### src/rtl/pirq_pkg.sv
package pirq_pkg;

    localparam int SGI_CNT = 16;
    localparam int PPI_CNT = 16;
    localparam int ID_W    = 5;
    localparam int ACC_W   = 2;

    typedef enum logic [1:0] {
        GRP_SEC0 = 2'd0,
        GRP_SEC1 = 2'd1,
        GRP_NS1  = 2'd2,
        GRP_BAD  = 2'd3
    } grp_e;

    typedef struct packed {
        logic            vld;
        logic [ID_W-1:0] id;
        grp_e            grp;
        logic            ns;
    } sgi_req_t;

    // Class of a software interrupt from its group and modifier bits.
    function automatic grp_e class_of(logic g, logic m, logic sec_off);
        if (g)
            return GRP_NS1;
        else if (m && !sec_off)
            return GRP_SEC1;
        else
            return GRP_SEC0;
    endfunction

    // A secure group-1 request hitting a group-0 interrupt counts as group 0.
    function automatic grp_e fold_req(grp_e req, grp_e cls);
        if (req == GRP_SEC1 && cls == GRP_SEC0)
            return GRP_SEC0;
        return req;
    endfunction

    // Access-field gate for a non-secure request when security is on.
    function automatic logic ns_permits(grp_e cls, logic [ACC_W-1:0] acc);
        case (cls)
            GRP_SEC0: return acc >= 2'd1;
            GRP_SEC1: return acc >= 2'd2;
            default:  return 1'b1;
        endcase
    endfunction

endpackage

### src/rtl/pirq_line_tracker.sv
module pirq_line_tracker #(
    parameter int N = 16
) (
    input  logic         clk,
    input  logic         rst,
    input  logic [N-1:0] line_in,
    input  logic [N-1:0] edge_cfg,
    output logic [N-1:0] lvl_q,
    output logic [N-1:0] rise_q
);

    for (genvar i = 0; i < N; i++) begin : g_line
        always_ff @(posedge clk) begin
            if (rst) begin
                lvl_q[i]  <= 1'b0;
                rise_q[i] <= 1'b0;
            end else begin
                lvl_q[i]  <= line_in[i];
                rise_q[i] <= line_in[i] & ~lvl_q[i] & edge_cfg[i];
            end
        end
    end

    AST_RISE_NEEDS_EDGE: assert property (@(posedge clk) disable iff (rst)
        (rise_q & ~(lvl_q & ~$past(lvl_q))) == '0);

    AST_LEVEL_NO_PULSE: assert property (@(posedge clk) disable iff (rst)
        (rise_q & ~$past(edge_cfg)) == '0);

endmodule

### src/rtl/pirq_sgi_gate.sv
module pirq_sgi_gate
    import pirq_pkg::*;
#(
    parameter int N     = SGI_CNT,
    parameter int IDW   = ID_W,
    parameter int AW    = ACC_W
) (
    input  logic            clk,
    input  logic            rst,
    input  sgi_req_t        req,
    input  logic [N-1:0]    grp_cfg,
    input  logic [N-1:0]    mod_cfg,
    input  logic [AW*N-1:0] acc_cfg,
    input  logic            sec_off,
    output logic [N-1:0]    pulse_q
);

    localparam int IDX_W = $clog2(N);

    logic [IDX_W-1:0] idx;
    logic             in_range;
    grp_e             cls;
    grp_e             eff;
    logic [AW-1:0]    acc;
    logic             accept;
    logic [N-1:0]     hit;

    always_comb begin
        idx      = req.id[IDX_W-1:0];
        in_range = req.id < IDW'(N);
        cls      = class_of(grp_cfg[idx], mod_cfg[idx], sec_off);
        eff      = fold_req(req.grp, cls);
        acc      = acc_cfg[AW*idx +: AW];
        accept   = req.vld && in_range && (req.grp != GRP_BAD) && (eff == cls)
                   && (!req.ns || sec_off || ns_permits(cls, acc));
    end

    for (genvar i = 0; i < N; i++) begin : g_hit
        assign hit[i] = accept && (idx == IDX_W'(i));
    end

    always_ff @(posedge clk) begin
        if (rst) pulse_q <= '0;
        else     pulse_q <= hit;
    end

    AST_ONE_SGI_PULSE: assert property (@(posedge clk) disable iff (rst)
        $onehot0(pulse_q));

    AST_NO_STROBE_NO_PULSE: assert property (@(posedge clk) disable iff (rst)
        !$past(req.vld) |-> pulse_q == '0);

    AST_HIGH_ID_IGNORED: assert property (@(posedge clk) disable iff (rst)
        $past(req.vld && req.id >= IDW'(N)) |-> pulse_q == '0);

    AST_NS_G0_ZERO_ACCESS: assert property (@(posedge clk) disable iff (rst)
        $past(req.vld && req.ns && !sec_off && !grp_cfg[idx] && !mod_cfg[idx]
              && acc_cfg[AW*idx +: AW] == '0) |-> pulse_q == '0);

endmodule

### src/rtl/pirq_pending_ctrl.sv
module pirq_pending_ctrl
    import pirq_pkg::*;
#(
    parameter int NUM_SGI = SGI_CNT,
    parameter int NUM_PPI = PPI_CNT,
    parameter int REQ_W   = ID_W,
    parameter int NSACC_W = ACC_W
) (
    input  logic                       clk,
    input  logic                       rst,
    input  logic [NUM_PPI-1:0]         ppi_in,
    input  logic [NUM_PPI-1:0]         ppi_edge,
    input  logic [NUM_SGI-1:0]         sgi_grp,
    input  logic [NUM_SGI-1:0]         sgi_mod,
    input  logic [NSACC_W*NUM_SGI-1:0] sgi_nsacc,
    input  logic                       sec_disable,
    input  logic                       req_valid,
    input  logic [REQ_W-1:0]           req_id,
    input  logic [1:0]                 req_grp,
    input  logic                       req_ns,
    output logic [NUM_SGI+NUM_PPI-1:0] set_pend,
    output logic [NUM_PPI-1:0]         ppi_level
);

    sgi_req_t           req;
    logic [NUM_SGI-1:0] sgi_pulse;
    logic [NUM_PPI-1:0] ppi_pulse;

    always_comb begin
        req.vld = req_valid;
        req.id  = req_id;
        req.grp = grp_e'(req_grp);
        req.ns  = req_ns;
    end

    pirq_line_tracker #(.N(NUM_PPI)) u_lines (
        .clk      (clk),
        .rst      (rst),
        .line_in  (ppi_in),
        .edge_cfg (ppi_edge),
        .lvl_q    (ppi_level),
        .rise_q   (ppi_pulse)
    );

    pirq_sgi_gate #(.N(NUM_SGI), .IDW(REQ_W), .AW(NSACC_W)) u_sgi (
        .clk     (clk),
        .rst     (rst),
        .req     (req),
        .grp_cfg (sgi_grp),
        .mod_cfg (sgi_mod),
        .acc_cfg (sgi_nsacc),
        .sec_off (sec_disable),
        .pulse_q (sgi_pulse)
    );

    assign set_pend = {ppi_pulse, sgi_pulse};

    AST_LEVEL_TRACKS_INPUT: assert property (@(posedge clk) disable iff (rst)
        !$past(rst) |-> ppi_level == $past(ppi_in));

endmodule

### config.mk
export PLATFORM = sky130hd
export DESIGN_NAME = pirq_pending_ctrl
export DESIGN_NICKNAME = d
export VERILOG_FILES = /design/src/rtl/pirq_pkg.sv /design/src/rtl/pirq_line_tracker.sv /design/src/rtl/pirq_sgi_gate.sv /design/src/rtl/pirq_pending_ctrl.sv
export SDC_FILE = /design/constraint.sdc
export NUM_CORES = 1
export LEC_CHECK = 0
export BUFFER_PORTS_ARGS = -buffer_cell sky130_fd_sc_hd__buf_2
export CAP_MARGIN = 20
export CORE_MARGIN = 2
export CORE_UTILIZATION = 42
export CTS_BUF_LIST = sky130_fd_sc_hd__clkbuf_2
export DETAILED_ROUTE_END_ITERATION = 7
export GPL_TIMING_DRIVEN = 1
export PLACE_DENSITY = 0.83
export SKIP_CTS_REPAIR_TIMING = 1
export SLEW_MARGIN = 20
export SYNTH_ARGS = -nofsm -noshare
export SYNTH_HDL_FRONTEND = slang
export SYNTH_SLANG_ARGS = --single-unit
### constraint.sdc
create_clock -name clk -period 3.89 [get_ports clk]
set_clock_uncertainty 0.15 [all_clocks]
set_input_delay 0.5835 -clock clk [delete_from_list [all_inputs] [get_ports clk]]
set_output_delay 0.5835 -clock clk [all_outputs]
set_load 0.02 [all_outputs]
# Word-level counts from Yosys, hierarchy flattened
# Cells that the tools add are included.
# word_totals
reg_bits	48
input_bits	108
out_inout_bits	48
elab_cells	143
# classes
n_lt_le_gt_ge	4
n_eq_ne	19
n_shift	1
n_mux	10
bitwise	48
n_reduce_logical	28
# ops
cell	count
$and A1 B1 Y1	32
$eq A4 B4 Y1 const B	8
$shiftx A32 B6 Y2	1
$logic_and A1 B1 Y1	22
$eq A4 B3 Y1 const B	4
$not A1 Y1	16
$bmux W1 S4	2
$eq A4 B2 Y1 const B	2
$mux W2	3
$lt A4 B5 Y1 const B	1
$lt A5 B5 Y1 const B	1
$eq A2 B1 Y1 const B	2
$eq A4 B1 Y1 const B	1
$logic_not A4 Y1	1
$mux W1	4
$eq A2 B2 Y1	1
$ge A2 B1 Y1 const B	1
$ge A2 B2 Y1 const B	1
$logic_not A1 Y1	2
$logic_not A2 Y1	1
$logic_or A1 B1 Y1	2
$ne A2 B2 Y1 const B	1
$pmux W1 S2	1

# Logic depth before layout (Yosys ltp)
# logic_depth
depth_word	13
mapped_depth	10
ltp_nobuf	6

# Hierarchy
# From an unflattened synthesis, not the netlist that was laid out.
# unflattened
hier_cells	174
hier_area_um2	2083.2
# modules_own_cells
module	instances	cells_each	area_each_um2	seq_area_each_um2
pirq_sgi_gate	1	107	1119.8	320.3
pirq_line_tracker	1	67	963.4	640.6

# Least setup slack after synthesis
# Ideal clock, no wire load.
# synth_timing
path_type	input -> register
start	in req_id[0]
end	reg u_sgi.pulse_q[11]
setup_time_ps	127
arrival_ps	2305
required_time_ps	3613
setup_slack_ps	1308
stages	8
n_path_buf	2
path_cell_list	buf_6 -> mux4_2 -> and2_1 -> a211oi_2 -> a2111oi_2 -> a2111oi_4 -> buf_6 -> nor4_1
# synth_via
elab_chain_len	13
elab_cells_between_ends	25
cone_classes	order compare: 3; eq/ne: 3; shift: 1; mux: 9; reduce/logical: 9
# synth_rtl
item	line	source
start, declared	pirq_pending_ctrl.sv:18	input logic [REQ_W-1:0] req_id,
$bmux W1 S4	pirq_sgi_gate.sv:31	cls = class_of(grp_cfg[idx], mod_cfg[idx], sec_off);
$mux W1 (implied by the code)	pirq_sgi_gate.sv:31	
$logic_and A1 B1 Y1	pirq_pkg.sv:26	else if (m && !sec_off)
$mux W1	pirq_pkg.sv:26	
$mux W2	pirq_pkg.sv:24	if (g)
$logic_not A2 Y1	pirq_pkg.sv:34, pirq_pkg.sv:41	
$logic_and A1 B1 Y1	pirq_pkg.sv:34	if (req == GRP_SEC1 && cls == GRP_SEC0)
$mux W1	pirq_pkg.sv:34	
$mux W2	pirq_pkg.sv:36	return req;
$eq A2 B2 Y1	pirq_sgi_gate.sv:34	accept = req.vld && in_range && (req.grp != GRP_BAD) && (eff == cls)
$logic_and A1 B1 Y1	pirq_sgi_gate.sv:34	
$logic_and A1 B1 Y1	pirq_sgi_gate.sv:35	&& (!req.ns || sec_off || ns_permits(cls, acc));
$logic_and A1 B1 Y1 (*)	pirq_sgi_gate.sv:39	assign hit[i] = accept && (idx == IDX_W'(i));
end signal, assigned	pirq_sgi_gate.sv:44	else pulse_q <= hit;
end, declared	pirq_sgi_gate.sv:15	output logic [N-1:0] pulse_q
# Every way passes the cells marked *; elsewhere a longest branch is shown, timed or not. The select of a mux whose other input is x is not followed.
# A chain may end at the register's enable or synchronous reset.

# Final worst setup path
# layout_timing
start	in req_id[0]
end	reg u_sgi.pulse_q[15]
# Same word-level chain as after synthesis.

==> flow_metrics.tcl <==
set metrics [dict create \
    ys.flop_type "dfxtp_1" \
    cts_tree "built" \
    grt.overflow.total 0 \
    syn_inst 176 \
    dr_total_vias 1961 \
    placed_area_um2 2890 \
    synth_nets 284 \
    critPathRequiredTime_ns 4.01 \
    place_congestion 0.762 \
    synth_simple_gate_area_share_pct 25.4 \
    power.total_mw 1.02 \
    clock_latency_ns 0.40 \
    coreArea_um2 4790 \
    synth_edf_count 0 \
    syn_to_final_growth_pct 40.1 \
    power_density_nw_per_um2 342 \
    wl_met3_um 501 \
    synthXorXnorAreaFrac_pct 0 \
    wirelength_mm 5.58 \
    rsz0062_at_grt "no" \
    die_h_um 75.0 \
    final.period_utilization_pct 71.0 \
    htreeDepth 2 \
    dpl.hpwl_mm 4.47 \
    clkTransAtPathRegs_ns 0.23 \
    start_util_pct 44.3 \
    hold_violations 0 \
    critical_path.max_fanout 17 \
    avgSynthCellArea_um2 12.0 \
    yosysTopAreaCell "dfxtp_1" \
    fp.dieW_um 75.0 \
    wl_met1_mm 1.96 \
    drc_errors 0 \
    ys_async_sr_fraction_pct 0 \
    drt_iter0_drc 45 \
    dp.cells 386 \
    rows 25 \
    startpoint_type "primary input" \
    fmax_ghz 0.362 \
    synthMuxAreaShare_pct 18.9 \
    ys_seq_area_share_pct 45.3 \
    final_cell_area_um2 2970 \
    io_buffers 155 \
    ys_top_cells_by_count "48 x dfxtp_1, 17 x and3b_1, 17 x nor2b_1" \
    synth_top_family_by_area "simple AND/OR/NAND/NOR gates" \
    antenna_found_initial 0 \
    synth_area_um2 2120 \
    relSlewSlack_pct 41.5 \
    finalSetupViolCount 0 \
    min_period_ns 2.76 \
    final_antenna_net_count 0 \
    die_area_um2 5630 \
    synth_fa_ha_area_share_pct 0 \
    synth_top_cell_area_share_pct 45.3 \
    yosysWarnings 0 \
    clock_sinks 48 \
    diodes 0 \
    cts-buffers-inserted 5 \
    fin_cells 393 \
    arrival_ns 2.88 \
    grt_max_degree 27 \
    top_layer "met4" \
    tns_ns 0 \
    synth_area_leaders "dfxtp_1 45%, mux4_1 7.4%, mux4_2 7.4%" \
    grt_pass1_vias 1874 \
    nets 434 \
    root_buffer "clkbuf_2" \
    max_cap_violations 0 \
    maxSlewViolCount 0 \
    first_pass_iters 4 \
    synth-compound-area-share_pct 5.61 \
    crit_type "in -> reg" \
    clk_path_buf_depth 2 \
    wl_per_cell_um 14.2 \
    via_per_inst 4.99 \
    hold_path.class "in -> reg" \
    grt_pass1_wl_mm 7.98 \
    grt_use_total_pct 19.0 \
    drive_gt1_share_pct 54.9 \
    io_pins 156 \
    yosysMostFrequentCell "dfxtp_1" \
    status "complete, no violations" \
    leakage_nw 1.50 \
    ir_drop_mv 0.204 \
    synth_cell_types 36 \
    critPathCaptureType "flop" \
    tightest_slew_ns 0.877 \
    wl_met2_mm 3.08 \
    ys_ff_latch 48 \
]
-- cell type report --
class,count,area (um2)
Multi-Input combinational cell,114,1060
Clock buffer,5,25.0
Tap cell,67,83.8
Inverter,2,7.51
Sequential cell,48,961
Fill cell,391,1820
Clock inverter,2,60.1
Timing Repair Buffer,155,776
-- per-stage QoR --
stage / utilization, % / setup slack (ns) / hold slack, ns
2_1_floorplan: - / 1.31 / 0.445
3_3_place_gp: 60.3 / 0.773 / 0.350
3_5_place_dp: 60.3 / 0.729 / 0.354
4_1_cts: 62.1 / 1.18 / 0.211
5_1_grt: 62.1 / 0.985 / 0.188
6_report: 62.1 / 1.13 / 0.237
-- per-layer routing --
layer,vias up,track usage (%)
met2,106,37.7
met5,-,0
li1,963,-
met4,0,6.35
met1,888,18.0
met3,4,6.02
-- worst max-delay path, stage by stage --
cell and delay [ns]:
buf_2 0.34, mux4_2 0.54, and2_1 0.18, a211oi_2 0.22, a2111oi_2 0.09, a2111oi_4 0.79
nor4_1 0.13
-- state kept, by name, summed over array words and instances (netlist names) --
signal	flops
u_lines.lvl_q	16
u_lines.rise_q	16
u_sgi.pulse_q	16
-- placed cells by master (no fill, tap or decap) --
| master | count |
|---|---|
| o311ai_0 | 1 |
| mux2_2 | 4 |
| clkbuf_2 | 5 |
| or4_1 | 2 |
| nand3_1 | 4 |
| or3b_2 | 1 |
| a2111oi_2 | 1 |
| a211o_1 | 1 |
| and2_1 | 1 |
| mux2i_1 | 4 |
| nand3b_1 | 4 |
| and3b_1 | 17 |
| o22ai_1 | 1 |
| nor4_1 | 5 |
| dfxtp_1 | 48 |
| nor4b_1 | 5 |
| mux4_1 | 6 |
| o211ai_1 | 1 |
| buf_2 | 155 |
| a211oi_1 | 1 |
| nor2b_1 | 17 |
| nor3_1 | 8 |
| nand2b_1 | 1 |
| nor2_1 | 8 |
| a21oi_2 | 1 |
| a2111oi_4 | 1 |
| bufinv_16 | 2 |
| nand4_4 | 1 |
| inv_1 | 2 |
| mux4_2 | 7 |
| a211oi_2 | 1 |
| a311oi_1 | 1 |
| o21bai_1 | 1 |
| nand2_1 | 8 |
-- path summary, 6_finish.rpt --
check                           slack [ns]  cells past startpoint               from                 end
worst max-delay path                  1.13                      7          req_id[0]   u_sgi.pulse_q[15]
worst min-delay path                  0.24                      2        ppi_edge[8]   u_lines.rise_q[8]
worst min register to register        0.37                      1  u_lines.lvl_q[10]  u_lines.rise_q[10]
worst max register to register        3.09                      1   u_lines.lvl_q[0]   u_lines.rise_q[0]
-- kinds of logic (layout without fill, tap and decap cells) --
logic type | count (synthesis) | in the layout
buffers and inverters | 14 | 164
muxes | 21 | 21
DFF | 48 | 48
and+or+nand+nor | 82 | 82
AOI/OAI and AO/OA | 11 | 11
-- where the power goes --
group | switching (mW) | internal, mW | leakage, nW
Clock | 0.146 | 0.170 | 0.0490
Sequential | 0.00504 | 0.508 | 0.393
Combinational | 0.0916 | 0.0953 | 1.06
No activity file was read; power rests on OpenSTA's default activity.
